**src/rtl/standby_pkg.sv**
```systemverilog
package standby_pkg;

    typedef enum logic [1:0] {
        ST_RUN  = 2'd0,
        ST_WAIT = 2'd1,
        ST_STOP = 2'd2,
        ST_WAKE = 2'd3
    } sb_state_e;

    typedef enum logic [1:0] {
        WK_NONE = 2'b00,
        WK_IRQ  = 2'b01,
        WK_BRK  = 2'b10
    } wake_cause_e;

endpackage

```
**src/rtl/wake_detect.sv**
```systemverilog
module wake_detect #(
    parameter int                 NUM_IRQ  = 8,
    parameter logic [NUM_IRQ-1:0] EXT_MASK = 8'h03
) (
    input  logic [NUM_IRQ-1:0] irq_req,
    input  logic [NUM_IRQ-1:0] irq_en,
    output logic               any_hit,
    output logic               ext_hit
);
    logic [NUM_IRQ-1:0] hit;
    logic [NUM_IRQ-1:0] ext;

    for (genvar i = 0; i < NUM_IRQ; i++) begin : g_line
        assign hit[i] = irq_req[i] & irq_en[i];
        if (EXT_MASK[i]) begin : g_ext
            assign ext[i] = hit[i];
        end else begin : g_int
            assign ext[i] = 1'b0;
        end
    end

    assign any_hit = |hit;
    assign ext_hit = |ext;
endmodule

```
**src/rtl/brk_status_reg.sv**
```systemverilog
module brk_status_reg #(
    parameter int REG_W    = 8,
    parameter int FLAG_BIT = 1
) (
    input  logic             clk,
    input  logic             rst_n,
    input  logic             set_i,
    input  logic             wr_i,
    input  logic             wbit_i,
    output logic [REG_W-1:0] rdata_o
);
    logic flag_q;

    always_ff @(posedge clk or negedge rst_n) begin
        if (!rst_n) begin
            flag_q <= 1'b0;
        end else if (set_i) begin
            flag_q <= 1'b1;
        end else if (wr_i && !wbit_i) begin
            flag_q <= 1'b0;
        end
    end

    always_comb begin
        rdata_o           = '0;
        rdata_o[FLAG_BIT] = flag_q;
    end
endmodule

```
**src/rtl/standby_seq.sv**
```systemverilog
module standby_seq
    import standby_pkg::*;
#(
    parameter int                 NUM_IRQ  = 8,
    parameter logic [NUM_IRQ-1:0] EXT_MASK = 8'h03,
    parameter int                 REG_W    = 8,
    parameter int                 FLAG_BIT = 1
) (
    input  logic               clk,
    input  logic               rst_n,
    input  logic               wait_req,
    input  logic               stop_req,
    input  logic [NUM_IRQ-1:0] irq_req,
    input  logic [NUM_IRQ-1:0] irq_en,
    input  logic               brk_req,
    input  logic               wdog_dis,
    input  logic               reg_wr,
    input  logic               reg_wbit,
    output logic [REG_W-1:0]   reg_rdata,
    output logic               cpu_clk_en,
    output logic               per_clk_en,
    output logic               imask_clr,
    output logic               wake_pulse,
    output logic               stack_go,
    output logic [1:0]         wake_cause,
    output logic               wdog_en
);
    sb_state_e   state_q, state_d;
    wake_cause_e cause_q, cause_d;
    logic        imask_q, imask_d;
    logic        any_hit, ext_hit;
    logic        brk_set;

    wake_detect #(
        .NUM_IRQ  (NUM_IRQ),
        .EXT_MASK (EXT_MASK)
    ) u_wake (
        .irq_req (irq_req),
        .irq_en  (irq_en),
        .any_hit (any_hit),
        .ext_hit (ext_hit)
    );

    brk_status_reg #(
        .REG_W    (REG_W),
        .FLAG_BIT (FLAG_BIT)
    ) u_flag (
        .clk     (clk),
        .rst_n   (rst_n),
        .set_i   (brk_set),
        .wr_i    (reg_wr),
        .wbit_i  (reg_wbit),
        .rdata_o (reg_rdata)
    );

    // Next-state and wake-cause selection; break outranks interrupts.
    always_comb begin
        state_d = state_q;
        cause_d = cause_q;
        imask_d = 1'b0;
        brk_set = 1'b0;
        unique case (state_q)
            ST_RUN: begin
                if (stop_req) begin
                    imask_d = 1'b1;
                    if (brk_req) begin
                        state_d = ST_WAKE;
                        cause_d = WK_BRK;
                        brk_set = 1'b1;
                    end else if (ext_hit) begin
                        state_d = ST_WAKE;
                        cause_d = WK_IRQ;
                    end else begin
                        state_d = ST_STOP;
                    end
                end else if (wait_req) begin
                    imask_d = 1'b1;
                    if (brk_req) begin
                        state_d = ST_WAKE;
                        cause_d = WK_BRK;
                        brk_set = 1'b1;
                    end else if (any_hit) begin
                        state_d = ST_WAKE;
                        cause_d = WK_IRQ;
                    end else begin
                        state_d = ST_WAIT;
                    end
                end
            end
            ST_WAIT: begin
                if (brk_req) begin
                    state_d = ST_WAKE;
                    cause_d = WK_BRK;
                    brk_set = 1'b1;
                end else if (any_hit) begin
                    state_d = ST_WAKE;
                    cause_d = WK_IRQ;
                end
            end
            ST_STOP: begin
                if (brk_req) begin
                    state_d = ST_WAKE;
                    cause_d = WK_BRK;
                    brk_set = 1'b1;
                end else if (ext_hit) begin
                    state_d = ST_WAKE;
                    cause_d = WK_IRQ;
                end
            end
            ST_WAKE: begin
                state_d = ST_RUN;
                cause_d = WK_NONE;
            end
        endcase
    end

    // State register.
    always_ff @(posedge clk or negedge rst_n) begin
        if (!rst_n) begin
            state_q <= ST_RUN;
            cause_q <= WK_NONE;
            imask_q <= 1'b0;
        end else begin
            state_q <= state_d;
            cause_q <= cause_d;
            imask_q <= imask_d;
        end
    end

    // Moore outputs decoded from the state register.
    always_comb begin
        cpu_clk_en = 1'b1;
        per_clk_en = 1'b1;
        wake_pulse = 1'b0;
        stack_go   = 1'b0;
        wake_cause = WK_NONE;
        unique case (state_q)
            ST_RUN: ;
            ST_WAIT: cpu_clk_en = 1'b0;
            ST_STOP: begin
                cpu_clk_en = 1'b0;
                per_clk_en = 1'b0;
            end
            ST_WAKE: begin
                wake_pulse = 1'b1;
                stack_go   = (cause_q == WK_IRQ);
                wake_cause = cause_q;
            end
        endcase
        imask_clr = imask_q;
        wdog_en   = !wdog_dis && (state_q != ST_STOP);
    end
endmodule


```
**config.mk**
```make
export PLATFORM = sky130hd
export DESIGN_NAME = standby_seq
export DESIGN_NICKNAME = d
export VERILOG_FILES = /design/src/rtl/standby_pkg.sv /design/src/rtl/wake_detect.sv /design/src/rtl/brk_status_reg.sv /design/src/rtl/standby_seq.sv
export SDC_FILE = /design/constraint.sdc
export NUM_CORES = 1
export LEC_CHECK = 0
export CORE_MARGIN = 2
export CORE_UTILIZATION = 45
export DETAILED_ROUTE_END_ITERATION = 16
export DONT_BUFFER_PORTS = 1
export HOLD_SLACK_MARGIN = 0.1
export PLACE_DENSITY = 0.67
export SLEW_MARGIN = 20
export SYNTH_ARGS = -nofsm -noshare
export SYNTH_HDL_FRONTEND = slang
export SYNTH_SLANG_ARGS = --single-unit
```
**constraint.sdc**
```tcl
create_clock -name clk -period 3.2 [get_ports clk]
set_clock_uncertainty 0.2 [all_clocks]
set_input_delay 0.48 -clock clk [delete_from_list [all_inputs] [get_ports clk]]
set_output_delay 0.48 -clock clk [all_outputs]
set_load 0.02 [all_outputs]
```
==> results.ini, run 1 <==
[worst_hold_path]
hp-class = input port to flip-flop

[pwr]
leakagePower_nw = 0.278
pwr-share-seq_pct = 28.2
swShare_pct = 49.1
p_int_mw = 0.279
ir_drop_uv = 262
combinationalPowerShare_pct = 59.5
cellPowerDensity_mw_per_mm2 = 919
pwr-share-clk_pct = 12.3
power.net_switching_mw = 0.269

[layout]
drive_above_1_share_pct = 13.2
nNetsFinal = 98
area_growth_syn_to_layout_pct = 1.49
nFillCells = 126
design_area_sq_um = 597
n_antenna_cell = 0

[global_routing]
antenna_found_initial = 0
grt_overflow = 0
grt_pass1_wl_um = 1770
grt_pass1_vias = 417
grt_max_degree = 14
track_usage_pct = 16.9

[route]
ant_nets = 0
drtPass1Iterations = 4
wl_per_cell_um = 13.8
route.detailed.drc = 0
drt_iter0_drc = 13
vias_per_cell = 5.64
drt_wl_total_um = 1150
vias = 468

[yosys]
synth.distinct_cells = 32
syn_area_sq_um = 588
ys_warn_count = 0
yosysSeqAreaShare_pct = 25.5
synth_seq_cells = 6
avgSynthCellArea_sq_um = 8.78
synthCells = 67

[critical_path]
endpoint_kind = output pin
cp.arrival_ns = 1.65
critPathKind = flip-flop to output pin
crit_family = simple AND/OR/NAND/NOR gates
max_stage_delay_ns = 0.39
cp.required_ns = 2.52
critPathSlowestCell = nor2b_1
critPathLaunchType = flip-flop
crit_buf_inv = 0
cp_max_fo = 4
cp_cell_sequence = ha_1 -> and2_1 -> nor2b_1

[sta]
hold_viol = 0
slew_viol_final = 0
setup_viol_count_final = 0
rsz0062_at_grt = false
setup_tns_ns = 0
period_minus_slack_ns = 2.33
fin_crit_sh_pct = 72.9
max_clock_freq_ghz = 0.429

[run]
max_cap_violations = 0

[clock_tree]
numCtsBuffers = 3
postCtsSetupRepairBufs = 0
htreeDepth = 1
clk_pin_slew_worst_paths_ns = 0.04
cts_root_buf = clkbuf_4
cts_sinks = 6
clock_latency_ns = 0.24
ctsLongestPathBuffers = 2
cts_tree = done

[floorplan]
die_y_um = 40.2
start_util_pct = 47.0
die_w_um = 40.2
coreArea_sq_mm = 0.00125
ios = 40
dieArea_sq_mm = 0.00161
fp-row-count = 13

[placed_design]
place_area_sq_um = 564
post-dp-hpwl_um = 908
io_buffers = 0
gp_congestion = 0.701

[outcome]
status = finished clean

==> stage by stage <==
stage | std cells | setup WS (ns) | power [mW] | hold WS (ns) | util (%)
floorplan | 73 | 1.18 | 0.442 | -0.0156 | -
finish | 83 | 0.868 | 0.548 | 0.182 | 47.7
global route | 83 | 0.723 | 0.597 | 0.200 | 47.7
detailed placement | 79 | 1.10 | 0.479 | -0.0155 | 45.1
CTS | 83 | 0.842 | 0.552 | 0.178 | 47.7
global placement | 79 | 1.14 | 0.475 | -0.0155 | 45.1
==> worst register-to-register path, stage by stage (launching register included) <==
cell,delay [ns]
dfrtp_1,0.39
inv_1,0.10
ha_1,0.42
nand3b_1,0.16
o22a_1,0.20
mux2_4,0.27
==> layout by cell type, fill, tap and decap left out, types with 2 or more instances in the layout <==
cell      netlist  final
inv_1           6      6
dfrtp_1         6      6
and2_1          2      2
o21ai_0         2      2
a22oi_1         4      4
nor2b_1         4      4
nor2_1          5      5
clkbuf_4        0      3
ha_1            4      4
nand2_1         4      4
conb_1          1      7
==> flip-flops by register name, indices dropped and copies added (netlist names) <==
name           cells
imask_clr          1
u_flag.flag_q      1
state_q            2
cause_q            2
==> routing by layer <==
layer | part of all wire [%] | track usage [%] | vias up | wire, um
met5 | 0 | 0 | - | 0
met4 | 0 | 2.59 | 0 | 0
met3 | 5.8 | 6.67 | 0 | 66
met2 | 50 | 27.4 | 19 | 579
met1 | 44 | 21.3 | 224 | 501
li1 | - | - | 225 | -
==> cell usage after synthesis <==
cell type	count	area, sq um
mux2_4	1	15.0
o21ai_0	2	10.0
nand2_1	4	15.0
a2111oi_1	1	10.0
o21ai_2	1	8.76
o22ai_1	1	6.26
inv_1	6	22.5
buf_4	8	60.1
dfrtp_1	6	150
a21boi_0	1	7.51
a2111oi_2	1	15.0
mux2i_1	1	10.0
a22oi_1	4	30.0
nor2_1	5	18.8
a21oi_2	1	8.76
a22oi_4	1	21.3
buf_2	1	5.00
nor2b_1	4	25.0
a21oi_1	1	5.00
o32ai_1	1	8.76
nor3_1	1	5.00
and2_1	2	12.5
nor3b_1	1	7.51
a211o_1	1	8.76
ha_1	4	50.1
conb_1	1	3.75
o21ai_1	1	5.00
nand3_1	1	5.00
o22a_1	1	8.76
a221oi_2	1	15.0
nand3b_1	1	7.51
nand4_1	1	6.26
==> final timing paths <==
path	from	to	slack (ns)	cells after the start
max	state_q[0]	stack_go	0.87	3
min	reg_wbit	u_flag.flag_q	0.18	2
max reg2reg	state_q[1]	state_q[0]	1.34	5
min reg2reg	state_q[0]	state_q[0]	0.37	1
max in group asynchronous	rst_n	state_q[0]	2.24	1
min in group asynchronous	rst_n	u_flag.flag_q	0.35	1
==> logic make-up after synthesis <==
group | after synthesis | synth area share, %
compound gates | 19 | 28.7
flops | 6 | 25.5
buf+inv | 15 | 14.9
other cells | 1 | 0.638
simple gates | 20 | 17.4
fa+ha+maj | 4 | 8.51
mux | 2 | 4.25
==> final cells by class <==
type / instances / area (sq um) / area share, %
timing repair buffer: 1 / 10.0 / 1.68
inverter: 6 / 22.5 / 3.77
multi-input combinational: 52 / 373 / 62.5
tap: 15 / 18.8 / 3.14
clock buffer: 3 / 22.5 / 3.77
sequential: 6 / 150 / 25.2
==> power groups by stage <==
stage                     combinational [mW]  clock [mW]  sequential, mW
final                                  0.326      0.0672           0.155
after floorplan                        0.303           0           0.139
after global routing                   0.360      0.0767           0.160
after CTS                              0.327      0.0703           0.155
after detailed placement               0.322           0           0.156
after global placement                 0.320           0           0.155
==> what timing repair did <==
action	4_1_cts	5_1_grt
endpoints found under the hold margin	6	0
gates resized for setup	0	0
endpoints found under the setup margin	0	0
hold buffers	1	0
Power figures use the tool's default switching activity.
==> run 2: changes to the inputs <==
--- a/config.mk
+++ b/config.mk
@@ -10,7 +10,7 @@
 export DETAILED_ROUTE_END_ITERATION = 16
 export DONT_BUFFER_PORTS = 1
 export HOLD_SLACK_MARGIN = 0.1
-export PLACE_DENSITY = 0.67
+export PLACE_DENSITY = 0.69
 export SLEW_MARGIN = 20
 export SYNTH_ARGS = -nofsm -noshare
 export SYNTH_HDL_FRONTEND = slang
==> constraint.sdc (replaced) <==
create_clock -name clk -period 2 [get_ports clk]
set_clock_uncertainty 0.2 [all_clocks]
set_input_delay 0.3 -clock clk [delete_from_list [all_inputs] [get_ports clk]]
set_output_delay 0.3 -clock clk [all_outputs]
set_load 0.02 [all_outputs]
==> results.ini, run 2 (synthesis results as in run 1) <==
[route]
vias_per_cell = 5.70  ; +1.2%
wl_per_cell_um = 13.3  ; -3.9%
drt_iter0_drc = 13  ; unchanged
drtPass1Iterations = 4  ; unchanged
vias = 502  ; +7.3%
ant_nets = 0  ; unchanged
drt_wl_total_um = 1170  ; +1.9%
route.detailed.drc = 0  ; unchanged

[placed_design]
place_area_sq_um = 579  ; +2.7%
gp_congestion = 0.744  ; +6.0%
io_buffers = 0  ; unchanged
placed_cells = 81  ; +2.5%
post-dp-hpwl_um = 881  ; -3.0%

[pwr]
leakagePower_nw = 0.299  ; +7.6%
p_int_mw = 0.474  ; +70%
power.net_switching_mw = 0.431  ; +60%
ir_drop_uv = 652  ; +150%
combinationalPowerShare_pct = 60.0  ; +0.5 points
pwr-share-seq_pct = 27.6  ; -0.6 points
swShare_pct = 47.6  ; -1.4 points
cellPowerDensity_mw_per_mm2 = 1400  ; +53%
pwr-share-clk_pct = 12.4  ; about the same

[critical_path]
r2r_slack_ns = 0.14  ; -1.20 ns
cp_max_fo = 4  ; unchanged
critPathLaunchType = flip-flop
critPathKind = flip-flop to output pin
r2r-start = state_q[1]
r2r-end = state_q[0]
reg2reg_depth = 5  ; unchanged
endpoint_kind = output pin
cp.required_ns = 1.50  ; -1.02 ns
cp.arrival_ns = 1.38  ; -0.27 ns

[worst_hold_path]
holdPathStages = 3  ; +1
hp-class = input port to flip-flop
min_to = u_flag.flag_q
holdCritStartpoint = brk_req

[global_routing]
grt_overflow = 0  ; unchanged
antenna_found_initial = 0  ; unchanged
grt_pass1_vias = 431  ; +3.4%
track_usage_pct = 15.0  ; -1.9 points
busiest_layer = met2
grtUsageMet2_pct = 26.6  ; -0.81 points
use_met3_pct = 3.33  ; -3.3 points
met1_usage_pct = 18.5  ; -2.8 points
grt_max_degree = 14  ; unchanged
grt_pass1_wl_um = 1660  ; -6.3%

[floorplan]
fp-row-count = 13  ; unchanged
dieArea_sq_mm = 0.00161  ; unchanged
ios = 40  ; unchanged
start_util_pct = 47.0  ; unchanged
coreArea_sq_mm = 0.00125  ; unchanged
die_w_um = 40.2  ; unchanged
die_y_um = 40.2  ; unchanged

[layout]
final_cell_mix = conb_1, inv_1, dfrtp_1, nor2_1
nNetsFinal = 103  ; +5.1%
area_growth_syn_to_layout_pct = 9.57
drive_above_1_share_pct = 16.4  ; +3.2 points
layout_commonest_cell = conb_1
stdcell_count = 88  ; +6.0%
n_antenna_cell = 0  ; unchanged
utilization_pct = 51.4  ; +3.8 points
nFillCells = 123  ; -2.4%
top_regs = cause_q: 2 flops, state_q: 2 flops
design_area_sq_um = 644  ; +8.0%

[clock_tree]
cts_root_buf = clkbuf_4
cts_tree = done
clk_pin_slew_worst_paths_ns = 0.05  ; about the same
clock_latency_ns = 0.24  ; about the same
numCtsBuffers = 3  ; unchanged
cts_sinks = 6  ; unchanged
ctsLongestPathBuffers = 2  ; unchanged
postCtsSetupRepairBufs = 0  ; unchanged
htreeDepth = 1  ; unchanged

[run]
max_cap_violations = 0  ; unchanged

[sta]
period_minus_slack_ns = 1.88
fin_crit_sh_pct = 93.9
setup_viol_count_final = 0  ; unchanged
slew_viol_final = 0  ; unchanged
rsz0062_at_grt = false
hold_viol = 0  ; unchanged
max_clock_freq_ghz = 0.532
setup_tns_ns = 0  ; unchanged

[outcome]
status = finished clean

==> run 2: stage by stage <==
step                      power, mW  setup WS (ns)  hold WS [ns]
after global routing          0.973         0.0127         0.161
after floorplan               0.707          0.161        -0.196
after global placement        0.758          0.220        -0.195
final                         0.905          0.122         0.138
after CTS                     0.899         0.0237         0.134
after detailed placement      0.766          0.171        -0.195
==> run 2: critical path: stages, from the launching register on <==
cell	delay [ns]
dfrtp_1	0.41
ha_2	0.26
and2_1	0.18
nor2b_1	0.12
buf_4	0.16
==> run 2: layout make-up <==
cell class                      count  area [sq um]  area share, %
Multi-Input combinational cell     52           375           58.3
Sequential cell                     6           150           23.3
Timing Repair Buffer                6          55.1           8.54
Clock buffer                        3          22.5           3.50
Inverter                            6          22.5           3.50
Tap cell                           15          18.8           2.91
==> run 2: what timing repair did <==
action | 4_1_cts | 5_1_grt
endpoints found under the setup margin | 0 | 1
hold buffers | 4 | 0
resized for setup | 0 | 1
endpoints found under the hold margin | 8 | 0
==> run 2: worst max path at each step <==
stage / from / to / cells past startpoint
after global placement: state_q[0] / state_q[0] / 5
after detailed placement: state_q[1] / state_q[0] / 5
after global routing: state_q[1] / state_q[0] / 5
after floorplan: state_q[0] / stack_go / 3
after CTS: state_q[0] / stack_go / 4
final: state_q[0] / stack_go / 4
==> run 2: routing by layer <==
layer	vias to the layer above	wire, um	share of wire, %
li1	235	-	-
met2	19	618	53
met4	0	34	2.9
met3	4	57	4.9
met1	244	459	39
met5	-	0	0
==> run 2: power by group through the flow <==
stage / clock, mW / combinational (mW) / sequential, mW
floorplan: 0 / 0.484 / 0.223
global placement: 0 / 0.513 / 0.245
detailed placement: 0 / 0.518 / 0.248
CTS: 0.113 / 0.538 / 0.248
global route: 0.122 / 0.593 / 0.257
finish: 0.112 / 0.543 / 0.249
